[src/rtl/gis_pkg.sv]
package gis_pkg;
  typedef enum logic [1:0] {
    SEL_SUM_LO = 2'd0,
    SEL_SUM_HI = 2'd1,
    SEL_CTRL   = 2'd2,
    SEL_SPARE  = 2'd3
  } reg_sel_e;
endpackage

[src/rtl/gis_grp_reduce.sv]
module gis_grp_reduce #(
  parameter int NUM_PINS     = 184,
  parameter int PINS_PER_GRP = 4,
  parameter int NUM_GRPS     = (NUM_PINS + PINS_PER_GRP - 1) / PINS_PER_GRP
) (
  input  logic [NUM_PINS-1:0] pin_pend,
  output logic [NUM_GRPS-1:0] grp_live
);
  localparam int PADDED_W = NUM_GRPS * PINS_PER_GRP;

  logic [PADDED_W-1:0] padded;

  // Pins past the last real one (partial final group) are tied low.
  for (genvar i = 0; i < PADDED_W; i++) begin : g_pad
    if (i < NUM_PINS) begin : g_real
      assign padded[i] = pin_pend[i];
    end else begin : g_fill
      assign padded[i] = 1'b0;
    end
  end

  for (genvar g = 0; g < NUM_GRPS; g++) begin : g_grp
    assign grp_live[g] = |padded[g*PINS_PER_GRP +: PINS_PER_GRP];
  end
endmodule

[src/rtl/gis_sum_view.sv]
module gis_sum_view
  import gis_pkg::*;
#(
  parameter int NUM_GRPS = 46,
  parameter int REG_W    = 32
) (
  input  logic                clk,
  input  logic                rst_n,
  input  logic [NUM_GRPS-1:0] grp_live,
  input  logic [1:0]          rd_sel,
  output logic [REG_W-1:0]    rd_data,
  output logic                sum_any
);
  localparam int VIEW_W = 2 * REG_W;

  logic [NUM_GRPS-1:0] sum_q;
  logic [NUM_GRPS-1:0] sum_d;
  logic [VIEW_W-1:0]   view;

  // Next state: the summary is refreshed every cycle.
  always_comb begin
    sum_d = grp_live;
  end

  always_ff @(posedge clk or negedge rst_n) begin
    if (!rst_n) begin
      sum_q <= '0;
    end else begin
      sum_q <= sum_d;
    end
  end

  always_comb begin
    view = '0;
    view[NUM_GRPS-1:0] = sum_q;
  end

  always_comb begin
    unique case (reg_sel_e'(rd_sel))
      SEL_SUM_LO: rd_data = view[REG_W-1:0];
      SEL_SUM_HI: rd_data = view[VIEW_W-1:REG_W];
      default:    rd_data = '0;
    endcase
  end

  assign sum_any = |sum_q;

  // positions above the last group read zero in the high word.
  if (NUM_GRPS > REG_W) begin : g_hi_chk
    p_upper_zero_r3: assert property (@(posedge clk) disable iff (!rst_n)
      (rd_sel == SEL_SUM_HI) |-> ((rd_data >> (NUM_GRPS - REG_W)) == '0));
  end

  // with no live group in a cycle, the next cycle's summary is empty.
  p_sum_empty_r1: assert property (@(posedge clk) disable iff (!rst_n)
    (grp_live == '0) |=> !sum_any);

  // control and spare words read zero.
  p_ctrl_zero_r7: assert property (@(posedge clk) disable iff (!rst_n)
    (rd_sel[1] == 1'b1) |-> (rd_data == '0));
endmodule

[src/rtl/gis_irq_ctl.sv]
module gis_irq_ctl (
  input  logic clk,
  input  logic rst_n,
  input  logic sum_any,
  input  logic eoi_req,
  output logic irq
);
  logic irq_q;
  logic irq_d;
  logic irq_en;

  // Next state: end of service wins; otherwise the request is sticky.
  always_comb begin
    irq_en = eoi_req | (sum_any & ~irq_q);
    irq_d  = eoi_req ? 1'b0 : 1'b1;
  end

  always_ff @(posedge clk or negedge rst_n) begin
    if (!rst_n) begin
      irq_q <= 1'b0;
    end else if (irq_en) begin
      irq_q <= irq_d;
    end
  end

  assign irq = irq_q;

  // held until end of service.
  p_irq_hold_r5: assert property (@(posedge clk) disable iff (!rst_n)
    (irq && !eoi_req) |=> irq);

  // end of service drops the output.
  p_eoi_drop_r6: assert property (@(posedge clk) disable iff (!rst_n)
    eoi_req |=> !irq);

  // re-armed output rises when a group is still pending.
  p_rearm_r6: assert property (@(posedge clk) disable iff (!rst_n)
    (!irq && sum_any && !eoi_req) |=> irq);
endmodule

[src/rtl/gpio_irq_summary.sv]
module gpio_irq_summary
  import gis_pkg::*;
#(
  parameter int NUM_PINS     = 184,
  parameter int PINS_PER_GRP = 4,
  parameter int REG_W        = 32,
  parameter int EOI_BIT      = 29
) (
  input  logic                clk,
  input  logic                rst_n,
  input  logic [NUM_PINS-1:0] pin_pend,
  input  logic [1:0]          reg_addr,
  input  logic                reg_wr,
  input  logic [REG_W-1:0]    reg_wdata,
  output logic [REG_W-1:0]    reg_rdata,
  output logic                irq_out
);
  localparam int NUM_GRPS = (NUM_PINS + PINS_PER_GRP - 1) / PINS_PER_GRP;

  logic                rst_meta;
  logic                rst_sync;
  logic [NUM_GRPS-1:0] grp_live;
  logic                sum_any;
  logic                eoi_req;

  // Reset asserts asynchronously and releases on the clock.
  always_ff @(posedge clk or negedge rst_n) begin
    if (!rst_n) begin
      rst_meta <= 1'b0;
      rst_sync <= 1'b0;
    end else begin
      rst_meta <= 1'b1;
      rst_sync <= rst_meta;
    end
  end

  assign eoi_req = reg_wr && (reg_sel_e'(reg_addr) == SEL_CTRL) && reg_wdata[EOI_BIT];

  gis_grp_reduce #(
    .NUM_PINS    (NUM_PINS),
    .PINS_PER_GRP(PINS_PER_GRP),
    .NUM_GRPS    (NUM_GRPS)
  ) u_reduce (
    .pin_pend(pin_pend),
    .grp_live(grp_live)
  );

  gis_sum_view #(
    .NUM_GRPS(NUM_GRPS),
    .REG_W   (REG_W)
  ) u_view (
    .clk     (clk),
    .rst_n   (rst_sync),
    .grp_live(grp_live),
    .rd_sel  (reg_addr),
    .rd_data (reg_rdata),
    .sum_any (sum_any)
  );

  gis_irq_ctl u_irq (
    .clk    (clk),
    .rst_n  (rst_sync),
    .sum_any(sum_any),
    .eoi_req(eoi_req),
    .irq    (irq_out)
  );

  // a rise is always caused by a set summary bit.
  p_rise_cause_r4: assert property (@(posedge clk) disable iff (!rst_sync)
    $rose(irq_out) |-> $past(sum_any));

  // a control write without the end-of-service bit keeps the output.
  p_ctrl_noop_r7: assert property (@(posedge clk) disable iff (!rst_sync)
    (irq_out && reg_wr && !reg_wdata[EOI_BIT]) |=> irq_out);
endmodule

[config.mk]
export PLATFORM = sky130hd
export DESIGN_NAME = gpio_irq_summary
export DESIGN_NICKNAME = d
export VERILOG_FILES = /design/src/rtl/gis_pkg.sv /design/src/rtl/gis_grp_reduce.sv /design/src/rtl/gis_sum_view.sv /design/src/rtl/gis_irq_ctl.sv /design/src/rtl/gpio_irq_summary.sv
export SDC_FILE = /design/constraint.sdc
export NUM_CORES = 1
export LEC_CHECK = 0
export ABC_AREA = 1
export BUFFER_PORTS_ARGS = -buffer_cell sky130_fd_sc_hd__buf_2
export CORE_AREA = 8 8 92 94
export DETAILED_ROUTE_END_ITERATION = 6
export DIE_AREA = 0 0 100 102
export PLACE_DENSITY = 0.81
export SYNTH_ARGS = -nofsm -noshare
export SYNTH_HDL_FRONTEND = slang
export SYNTH_SLANG_ARGS = --single-unit
[constraint.sdc]
create_clock -name clk -period 3.75 [get_ports clk]
set_input_delay 0.375 -clock clk [delete_from_list [all_inputs] [get_ports clk]]
set_output_delay 0.375 -clock clk [all_outputs]
set_load 0.05 [all_outputs]
# Word-level counts from Yosys, hierarchy flattened
# Cells that the tools add are included.
# op_classes
n_addsub	0
n_mul	0
div_mod_pow	0
magnitude_cmp	0
eq_ne	2
shift	0
n_mux	2
n_bitwise	3
reduce_logical	50
# op_table
operator	n
$reduce_or A4 Y1	46
$pmux W32 S2	1
$reduce_or A46 Y1	1
$eq A2 B1 Y1 const B	1
$eq A2 B2 Y1 const B	1
$logic_and A1 B1 Y1	2
$logic_not A2 Y1	1
$and A1 B1 Y1	1
$mux W1	1
$not A1 Y1	1
$or A1 B1 Y1	1
# word_totals
ff_bits	49
latchBits	0
ramBits	0
mem_bits_ro	0
output_inout_bits	33
elab_cells	61
memories	0

# Depth between registers and ports, before layout
# logic_depth
depth_word	4
mapped_depth	6
ltp_nobuf	6

# Hierarchy
# From an unflattened synthesis, not the netlist that was laid out.
# hier_totals
cells_unflattened	323
area_unflattened_um2	2478.6
# modules_own_cells
module	instances	cells_per_inst	area_each_um2
gis_sum_view	1	175	1856.8
gis_grp_reduce	1	138	518.0
gpio_irq_summary	1	7	71.3
gis_irq_ctl	1	3	32.5

# Worst setup path after synthesis
# OpenSTA, ideal clock, no wires.
# synth_path
path_type	input port to output port
from	in reg_addr[1]
to	out reg_rdata[10]
arrival_ns	1.817
setup_slack_ns	1.558
stages	3
path_cell_list	or2_1 buf_6 o21ai_0
# synth_between
elab_chain_len	2
# synth_lines
item	line_no	rtl
start: declaration	gpio_irq_summary.sv:12	input logic [1:0] reg_addr,
$eq A2 B1 Y1 or $logic_not A2 Y1 (tied branches)	gis_sum_view.sv:39	unique case (reg_sel_e'(rd_sel))
$pmux W32 S2 *	gis_sum_view.sv:39	
end: declaration	gpio_irq_summary.sv:15	output logic [REG_W-1:0] reg_rdata,
# Every way passes the cells marked *; elsewhere a longest branch is shown, timed or not.

# Worst setup path after layout
# layout_path
from	in reg_addr[0]
to	out reg_rdata[10]
# The elaborated chain is that of the path after synthesis.

==> results.sh <==
export IMPL_status="finished clean"
export IMPL_place_gp_congestion=0.802
export IMPL_max_slew_margin_pct=35.2
export IMPL_worstSkewPairLatency_ps=290
export IMPL_antenna_found_initial=0
export IMPL_initial_core_util_pct=31.0
export IMPL_irDropWorstVdd_v=0.000179
export IMPL_wl_met2_mm=4.38
export IMPL_finalSetupViolations=0
export IMPL_netlist_instances=227
export IMPL_cp_required_ps=3380
export IMPL_clkTransAtPathRegs_ps=90
export IMPL_p_leak_nw=1.93
export IMPL_antenna_left=0
export IMPL_die_h_um=102
export IMPL_post_cts_resized=0
export IMPL_ios=254
export IMPL_finalMaxSlewViolations=0
export IMPL_wire_per_inst_um=14.2
export IMPL_worstHoldPathType="input pin to flip-flop"
export IMPL_grt_overflow_total=0
export IMPL_drt_met1_wl_mm=2.83
export IMPL_dr_pass1_iters=4
export IMPL_switchingPower_mw=0.326
export IMPL_yosysWarnings=0
export IMPL_drc=0
export IMPL_finalSetupTns_ps=0
export IMPL_grt_max_degree=48
export IMPL_grt_usage_pct=14.8
export IMPL_routed_wirelength_mm=7.85
export IMPL_min_period_ps=2430
export IMPL_numCtsBuffers=5
export IMPL_n_antenna_cell=0
export IMPL_final_core_util_pct=49.7
export IMPL_hold_viol_final=0
export IMPL_worstMarginPinSlew_ps=972
export IMPL_seq_power_share_pct=47.0
export IMPL_syn_cell_area_um2=2190
export IMPL_fill_cells=706
export IMPL_wl_met3_um=560
export IMPL_ys_seq_elements=49
export IMPL_ys_seq_area_share_pct=56.1
export IMPL_nNetsFinal=673
export IMPL_avgSynthCellArea_um2=9.63
export IMPL_root_buffer="clkbuf_8"
export IMPL_place_hpwl_mm=6.88
export IMPL_post_route_period_util_pct=64.8
export IMPL_crit_type="input pin to primary output"
export IMPL_clockBufferDepth=2
export IMPL_p_comb_share_pct=20.9
export IMPL_io_buffer_count=222
export IMPL_powerDensity_nw_per_um2=338
export IMPL_routed_via_density=4.44
export IMPL_arrival_ps=2050
export IMPL_htreeDepth=2
export IMPL_postCtsSetupBuffers=0
export IMPL_syn_nets=448
export IMPL_synth_cell_types=14
export IMPL_hold_buffers=1
export IMPL_startpoint_type="input pin"
export IMPL_cts_tree="done"
export IMPL_first_iter_violations=32
export IMPL_fmax_mhz=412
export IMPL_die_area_um2=10200
export IMPL_cts_sinks=49
export IMPL_fin_skew_ps=4.11
export IMPL_syn2layout_area_growth_pct=60.4
export IMPL_vias=2449
export IMPL_internal_power_mw=0.861
export IMPL_drive_above_1_share_pct=53.9
export IMPL_grt_pass1_vias=2739
export IMPL_switching_share_pct=27.5
export IMPL_grt_pass1_wl_mm=12.0
export IMPL_rows=31
export IMPL_dr_max_layer_used="met4"
export IMPL_rsz0062_at_grt="false"
export IMPL_cp_max_fo=17
export IMPL_crit_path_end_kind="primary output"
export IMPL_core_area_um2=7060
export IMPL_pwr_share_clk_pct=32.1
export IMPL_max_cap_violations=0
export IMPL_fp_dieW_um=100
==> worst max-delay path, cell delays in order <==
cell and delay, ps:
buf_2 290, or2_1 700, buf_4 350, o21ai_0 100, buf_2 220
==> stage by stage <==
stage	hold slack (ps)	area, um2	worst slack (ps)	total power [mW]	cells
after floorplan	79.4	2190	1560	0.696	227
after global placement	161	3380	1280	0.813	543
after detailed placement	165	3380	1250	0.820	543
after CTS	251	3510	1260	1.21	552
after global routing	237	3510	1130	1.26	552
final	264	3510	1320	1.19	552
==> sequential cells by signal (all words and copies together) (netlist names) <==
name,cells
rst_meta,1
u_irq.irq,1
u_view.sum_q,46
rst_sync,1
==> power groups by stage <==
| stage | sequential, mW | clock, mW | combinational, mW |
|---|---|---|---|
| after floorplan | 0.566 | 0 | 0.130 |
| after global placement | 0.568 | 0 | 0.245 |
| after detailed placement | 0.569 | 0 | 0.250 |
| after CTS | 0.559 | 0.396 | 0.252 |
| after global routing | 0.562 | 0.428 | 0.268 |
| final | 0.558 | 0.381 | 0.248 |
==> layout by cell type, fill, tap and decap left out <==
| master | n |
|---|---|
| buf_2 | 222 |
| nor2_1 | 48 |
| dfrtp_1 | 48 |
| or4_1 | 46 |
| inv_1 | 34 |
| nand3_1 | 15 |
| o21ai_2 | 12 |
| nand2_1 | 10 |
| clkbuf_8 | 6 |
| o21ai_0 | 2 |
| nand4_1 | 2 |
| or2_1 | 1 |
| a21oi_1 | 1 |
| clkinvlp_4 | 1 |
| bufinv_16 | 1 |
| dlygate4sd3_1 | 1 |
| buf_4 | 1 |
| conb_1 | 1 |
| dfrtp_2 | 1 |
==> per-layer routing <==
| metal | GRT usage (%) | up-vias |
|---|---|---|
| met4 | 4.07 | 0 |
| met3 | 4.90 | 6 |
| met5 | 0 | - |
| met1 | 14.9 | 1131 |
| li1 | - | 1215 |
| met2 | 28.2 | 97 |
==> synth_stat cells, drive strengths merged <==
cell    count  area, um2
a21oi       1       5.00
nor2       48        180
conb        1       3.75
dfrtp      49       1230
or2         1       6.26
nand2      10       37.5
nand4       2       12.5
inv        34        128
clkbuf      2       7.51
o21ai      14        115
or4        46        345
buf         4       45.0
nand3      15       75.1
==> cell families after synthesis <==
kind of cell           synth area share, %
flip-flops                            56.1
buffers and inverters                 8.24
AO/OA/AOI/OAI                         5.49
AND/OR/NAND/NOR                       30.0
other                                0.171
==> area by class of cell <==
| class | count | area, um2 | share of cell area, % |
|---|---|---|---|
| Sequential cell | 49 | 1230 | 35.0 |
| Clock buffer | 6 | 82.6 | 2.35 |
| Tap cell | 99 | 124 | 3.53 |
| Multi-Input combinational cell | 138 | 781 | 22.3 |
| Clock inverter | 2 | 37.5 | 1.07 |
| Inverter | 34 | 128 | 3.64 |
| Timing Repair Buffer | 224 | 1130 | 32.2 |
==> final timing paths <==
check                                         from                          to  slack (ps)  cells after the start
min in group asynchronous                    rst_n          rst_sync$_DFF_PN0_         390                      2
worst min-delay path                  pin_pend[42]  u_view.sum_q[10]$_DFF_PN0_         260                      2
max in group asynchronous       rst_sync$_DFF_PN0_  u_view.sum_q[45]$_DFF_PN0_        2710                      0
worst max register to register  rst_sync$_DFF_PN0_  u_view.sum_q[45]$_DFF_PN0_        2710                      0
worst min register to register  rst_meta$_DFF_PN0_          rst_sync$_DFF_PN0_         370                      0
worst max-delay path                   reg_addr[0]               reg_rdata[10]        1320                      5
No activity file was read; power rests on OpenSTA's default activity.
